==> src/rtl/sclg_pkg.sv <==
package sclg_pkg;
    typedef enum logic [1:0] {
        ST_IDLE    = 2'd0,
        ST_LOW     = 2'd1,
        ST_RELEASE = 2'd2,
        ST_HIGH    = 2'd3
    } sclg_state_e;
endpackage

==> src/rtl/sclg_tick_div.sv <==
module sclg_tick_div #(
    parameter int PRE_W = 3,
    parameter int BRP_W = 8
) (
    input  logic             clk,
    input  logic             rst_n,
    input  logic             clr,
    input  logic [PRE_W-1:0] pre_sel,
    input  logic [BRP_W-1:0] brp,
    output logic             tick
);
    localparam int PCNT_W = (1 << PRE_W) - 1;

    logic [PCNT_W-1:0] pre_cnt;
    logic [PCNT_W-1:0] pre_mask;
    logic              pre_wrap;
    logic [BRP_W-1:0]  brp_cnt;

    always_comb begin
        pre_mask = ~({PCNT_W{1'b1}} << pre_sel);
        pre_wrap = (pre_cnt == pre_mask);
        tick     = pre_wrap && (brp_cnt == brp);
    end

    always_ff @(posedge clk or negedge rst_n) begin
        if (!rst_n) begin
            pre_cnt <= '0;
            brp_cnt <= '0;
        end else if (clr) begin
            pre_cnt <= '0;
            brp_cnt <= '0;
        end else begin
            pre_cnt <= pre_wrap ? '0 : pre_cnt + 1'b1;
            if (pre_wrap) begin
                brp_cnt <= (brp_cnt == brp) ? '0 : brp_cnt + 1'b1;
            end
        end
    end


    pre_bound_chk: assert property (@(posedge clk) disable iff (!rst_n)
        (pre_cnt <= pre_mask) || $past(pre_cnt > pre_mask));
endmodule

==> src/rtl/sclg_line_sync.sv <==
module sclg_line_sync (
    input  logic clk,
    input  logic rst_n,
    input  logic scl_raw,
    input  logic sda_raw,
    output logic scl_s,
    output logic sda_s,
    output logic scl_up,
    output logic scl_dn
);
    logic [2:0] scl_pipe;
    logic [1:0] sda_pipe;

    always_ff @(posedge clk or negedge rst_n) begin
        if (!rst_n) begin
            scl_pipe <= 3'b111;
            sda_pipe <= 2'b11;
        end else begin
            scl_pipe <= {scl_pipe[1:0], scl_raw};
            sda_pipe <= {sda_pipe[0], sda_raw};
        end
    end

    always_comb begin
        scl_s  = scl_pipe[1];
        sda_s  = sda_pipe[1];
        scl_up = scl_pipe[1] & ~scl_pipe[2];
        scl_dn = ~scl_pipe[1] & scl_pipe[2];
    end
endmodule

==> src/rtl/scl_sync_gen.sv <==
module scl_sync_gen #(
    parameter int PRE_W      = 3,
    parameter int BRP_W      = 8,
    parameter int HALF_TICKS = 5
) (
    input  logic             clk,
    input  logic             rst_n,
    input  logic [PRE_W-1:0] pre_sel,
    input  logic [BRP_W-1:0] brp,
    input  logic             run,
    input  logic             scl_in,
    input  logic             sda_in,
    output logic             scl_drive_low,
    output logic             scl_rise_stb,
    output logic             scl_fall_stb,
    output logic             sda_smp
);
    import sclg_pkg::*;

    localparam int CNT_W = $clog2(HALF_TICKS + 1);
    localparam logic [CNT_W-1:0] LAST = CNT_W'(HALF_TICKS - 1);

    sclg_state_e      state_q, state_d;
    logic [CNT_W-1:0] half_cnt, cnt_d;
    logic             div_clr, tick;
    logic             scl_s, scl_up, scl_dn;

    sclg_tick_div #(.PRE_W(PRE_W), .BRP_W(BRP_W)) u_div (
        .clk(clk), .rst_n(rst_n), .clr(div_clr),
        .pre_sel(pre_sel), .brp(brp), .tick(tick)
    );

    sclg_line_sync u_sync (
        .clk(clk), .rst_n(rst_n), .scl_raw(scl_in), .sda_raw(sda_in),
        .scl_s(scl_s), .sda_s(sda_smp), .scl_up(scl_up), .scl_dn(scl_dn)
    );

    always_ff @(posedge clk or negedge rst_n) begin
        if (!rst_n) begin
            state_q  <= ST_IDLE;
            half_cnt <= '0;
        end else begin
            state_q  <= state_d;
            half_cnt <= cnt_d;
        end
    end

    always_comb begin
        state_d = state_q;
        cnt_d   = half_cnt;
        div_clr = 1'b0;
        unique case (state_q)
            ST_IDLE: begin
                div_clr = 1'b1;
                cnt_d   = '0;
                if (run && scl_s) state_d = ST_LOW;
            end
            ST_LOW: begin
                if (tick) begin
                    if (half_cnt == LAST) begin
                        state_d = ST_RELEASE;
                        cnt_d   = '0;
                    end else begin
                        cnt_d = half_cnt + 1'b1;
                    end
                end
            end
            ST_RELEASE: begin
                if (scl_s) begin
                    state_d = ST_HIGH;
                    cnt_d   = '0;
                    div_clr = 1'b1;
                end
            end
            ST_HIGH: begin
                if (!scl_s) begin
                    state_d = ST_LOW;
                    cnt_d   = '0;
                    div_clr = 1'b1;
                end else if (tick) begin
                    if (half_cnt == LAST) begin
                        state_d = run ? ST_LOW : ST_IDLE;
                        cnt_d   = '0;
                        div_clr = 1'b1;
                    end else begin
                        cnt_d = half_cnt + 1'b1;
                    end
                end
            end
            default: state_d = ST_IDLE;
        endcase
    end

    always_comb begin
        scl_drive_low = (state_q == ST_LOW);
        scl_rise_stb  = (state_q != ST_IDLE) && scl_up;
        scl_fall_stb  = (state_q != ST_IDLE) && scl_dn;
    end


    low_cnt_bound_chk: assert property (@(posedge clk) disable iff (!rst_n)
        (state_q == ST_LOW) |-> (half_cnt <= LAST));

    wait_no_timeout_chk: assert property (@(posedge clk) disable iff (!rst_n)
        (state_q == ST_RELEASE && !scl_s) |=> (state_q == ST_RELEASE));

    high_cut_chk: assert property (@(posedge clk) disable iff (!rst_n)
        (state_q == ST_HIGH && !scl_s) |=> (state_q == ST_LOW));

    edge_exclusive_chk: assert property (@(posedge clk) disable iff (!rst_n)
        !(scl_rise_stb && scl_fall_stb));

    idle_hold_chk: assert property (@(posedge clk) disable iff (!rst_n)
        (state_q == ST_IDLE && !run) |=> (state_q == ST_IDLE));
endmodule

==> config.mk <==
export PLATFORM = sky130hd
export DESIGN_NAME = scl_sync_gen
export DESIGN_NICKNAME = d
export VERILOG_FILES = /design/src/rtl/sclg_pkg.sv /design/src/rtl/sclg_tick_div.sv /design/src/rtl/sclg_line_sync.sv /design/src/rtl/scl_sync_gen.sv
export SDC_FILE = /design/constraint.sdc
export NUM_CORES = 1
export LEC_CHECK = 0
export BUFFER_PORTS_ARGS = -buffer_cell sky130_fd_sc_hd__buf_2
export CORE_ASPECT_RATIO = 2
export CORE_MARGIN = 2
export CORE_UTILIZATION = 50
export CTS_BUF_LIST = sky130_fd_sc_hd__clkbuf_8
export CTS_CLUSTER_SIZE = 10
export DETAILED_ROUTE_END_ITERATION = 16
export GPL_TIMING_DRIVEN = 1
export PLACE_DENSITY = 0.7
export SETUP_SLACK_MARGIN = 0.15
export SYNTH_ARGS = -nofsm -noshare
export SYNTH_HDL_FRONTEND = slang
export SYNTH_SLANG_ARGS = --single-unit
==> constraint.sdc <==
create_clock -name clk -period 3.3 [get_ports clk]
set_input_delay 0 -clock clk [delete_from_list [all_inputs] [get_ports clk]]
set_output_delay 0 -clock clk [all_outputs]
set_load 0.05 [all_outputs]
==> results.toml <==
[global_routing]
overflow = 0
antenna_found_initial = 0
grt_pass1_wl_mm = 5.66
grt_pass1_vias = 1289
grt_max_degree = 26
grt.total_usage = 0.197

[worst_setup_path]
reg2regPathDepth = 6
r2r_slack_ps = 1060
required_ps = 3490
cp-end-kind = "flip-flop"
path_max_fanout = 14
critPathKind = "flip-flop to flip-flop"
worst_ep_arrival_time_ps = 2430
cp-start-kind = "flip-flop"

[timing]
fmax_mhz = 447
final-setup-viol-count = 0
fin_skew_ps = 1.70
maxSlewHeadroom = 0.629
setup_slack_ps = 1060
maxSlewViolCount = 0
post-route-period-util = 0.678
tightest_slew_ps = 552
fin_crit_ps = 2240
rsz0062_at_grt = "no"
finalSetupTns_ps = 0
hold_viol = 0

[clock_network]
cts_buffers = 3
cts_setup_buffers = 0
clock-root-buffer = "clkbuf_8"
htree_levels = 1
cts_tree = "built"
clkSlewWorstSetupHoldPaths_ps = 80
clockBufferDepth = 2
clkSinkCount = 25
clock_latency_ps = 270

[detailed_routing]
wirelength_mm = 3.33
vias = 1295
drtIter0Drc = 31
wire_per_inst_um = 15.4
drc = 0
viasPerCell = 5.97
dr.pass1.iters = 4
ant_nets = 0

[placement]
place_ws_ps = 1090
portBuffers = 19
hpwl_mm = 2.53
gp_congestion = 0.823

[flow_run]
cap_violations = 0

[die]
initial_utilization = 0.526
chipHeight_um = 83.1
die_w_um = 43.6
die_area_um2 = 3620
rows = 28
pin_count = 20
coreArea_um2 = 2980

[synth]
synth.top_cells.by_count = "dfrtp_1 (20), nor2_1 (16), nand2_1 (13), xnor2_1 (13), a21oi_1 (10)"
synth-edff-count = 0
synth.net_count = 189
synth_ff_type = "dfrtp_1"
synth.top_cells.by_area = "dfrtp_1 (32%), dfstp_2 (8.4%), xnor2_1 (7.3%)"
synth_most_common_cell = "dfrtp_1"
synthCells = 165
synthDistinctLibCells = 46
yosysWarnings = 0
synth_top_area_frac = 0.320
syn_area_um2 = 1570
synth_top_area_cell = "dfrtp_1"
seq_area_frac_synth = 0.404
syn_avg_cell_area_um2 = 9.49
ys_ff_latch = 25
ys_async_sr_fraction = 1.00

[pwr]
power_density_nw_per_um2 = 560
power.share.switching = 0.408
ir_drop_mv = 0.367
p_int_w = 0.000577
p_leak_nw = 0.723
seq_power_share = 0.405
switchingPower_w = 0.000398
pwr-share-comb = 0.412
clockPowerShare = 0.183

[cells_and_area]
num-fill-cells = 282
areaGrowthSynthToFinish_pct = 11.3
diodes = 0
drive_above_1_share = 0.182
fin_nets = 212

[min_path]
holdPathStages = 5
min_path_type = "input pin to flip-flop"

[status]
outcome = "complete, no violations"
cell usage in the layout, fill, tap and decap left out, types with 3 or more instances in the layout:
| master | Yosys | final |
|---|---|---|
| clkbuf_8 | 0 | 3 |
| dlygate4sd3_1 | 0 | 3 |
| nand2_1 | 13 | 13 |
| nor2_1 | 16 | 16 |
| o21ai_0 | 5 | 5 |
| a21oi_1 | 10 | 10 |
| nor3_1 | 5 | 5 |
| dfstp_2 | 5 | 5 |
| ha_1 | 8 | 8 |
| nor4_1 | 3 | 3 |
| nand3_1 | 6 | 6 |
| and3_1 | 5 | 5 |
| inv_1 | 6 | 7 |
| mux2i_1 | 3 | 3 |
| xnor2_1 | 13 | 13 |
| buf_2 | 1 | 19 |
| dfrtp_1 | 20 | 20 |
| nand4_1 | 5 | 5 |
| xor2_1 | 3 | 3 |
cell type report:
| class | instances | area, µm² | share of cell area |
|---|---|---|---|
| clock buffer | 3 | 41.3 | 0.0237 |
| tap | 30 | 37.5 | 0.0216 |
| timing repair buffer | 22 | 125 | 0.0718 |
| multi-input combinational | 130 | 880 | 0.505 |
| inverter | 6 | 22.5 | 0.0129 |
| clock inverter | 1 | 3.75 | 0.00216 |
| sequential | 25 | 632 | 0.363 |
metal layers:
layer,vias to the layer above,share of wire,GRT usage,wire length [µm]
met5,-,0,0,0
met4,0,0.013,0.0579,45
met3,5,0.022,0.0196,73
met2,26,0.57,0.362,1910
met1,626,0.39,0.226,1310
li1,638,-,-,-
power groups by stage:
stage,clock [W],sequential [W],combinational (W)
finish,0.000178,0.000395,0.000402
global route,0.000189,0.000403,0.000446
CTS,0.000181,0.000395,0.000404
detailed placement,0,0.000401,0.000398
global placement,0,0.000398,0.000379
floorplan,0,0.000390,0.000309
sequential cells by signal (all words and copies together), names as in the netlist:
register,count
u_div.pre_cnt,7
u_div.brp_cnt,8
half_cnt,3
u_sync.scl_pipe,3
state_q,2
u_sync.sda_pipe,2
timing repair:
item | CTS | global route
hold buffers | 3 | 0
hold endpoints to repair | 22 | 0
resized for setup | 0 | 0
metrics by stage:
step / std cells / total power, W / util / cell area (µm²) / hold WS [ps]
final: 217 / 0.000975 / 0.585 / 1740 / 218
after global routing: 217 / 0.00104 / 0.585 / 1740 / 234
after CTS: 217 / 0.000980 / 0.585 / 1740 / 214
after detailed placement: 210 / 0.000799 / 0.560 / 1670 / 21.0
after global placement: 210 / 0.000777 / 0.560 / 1670 / 21.2
after floorplan: 165 / 0.000699 / - / 1570 / -296
final timing paths:
path	endpoint	start
max	u_div.brp_cnt[5]	u_div.pre_cnt[3]
min	state_q[1]	run
max reg2reg	u_div.brp_cnt[5]	u_div.pre_cnt[3]
min reg2reg	u_sync.scl_pipe[1]	u_sync.scl_pipe[0]
max in group asynchronous	u_sync.sda_pipe[0]	rst_n
min in group asynchronous	half_cnt[0]	rst_n
cells by family (layout without fill, tap and decap cells):
| kind of cell | after synthesis | after routing | synth area share |
|---|---|---|---|
| AOI/OAI and AO/OA | 29 | 29 | 0.122 |
| xor gates and xnor gates | 16 | 16 | 0.0895 |
| adders and majority gates | 8 | 8 | 0.0640 |
| buffers and inverters | 10 | 32 | 0.0344 |
| DFF | 25 | 25 | 0.404 |
| muxes | 3 | 3 | 0.0192 |
| and+or+nand+nor | 74 | 74 | 0.267 |
critical path, cell delays in order (launching register included):
cell and delay [ps]:
dfrtp_1 460, nor3_2 210, o211ai_1 120, and3_4 210, or3_4 460, or4_1 530, a21oi_1 170
Note: power is estimated with default switching activity, not from simulation.
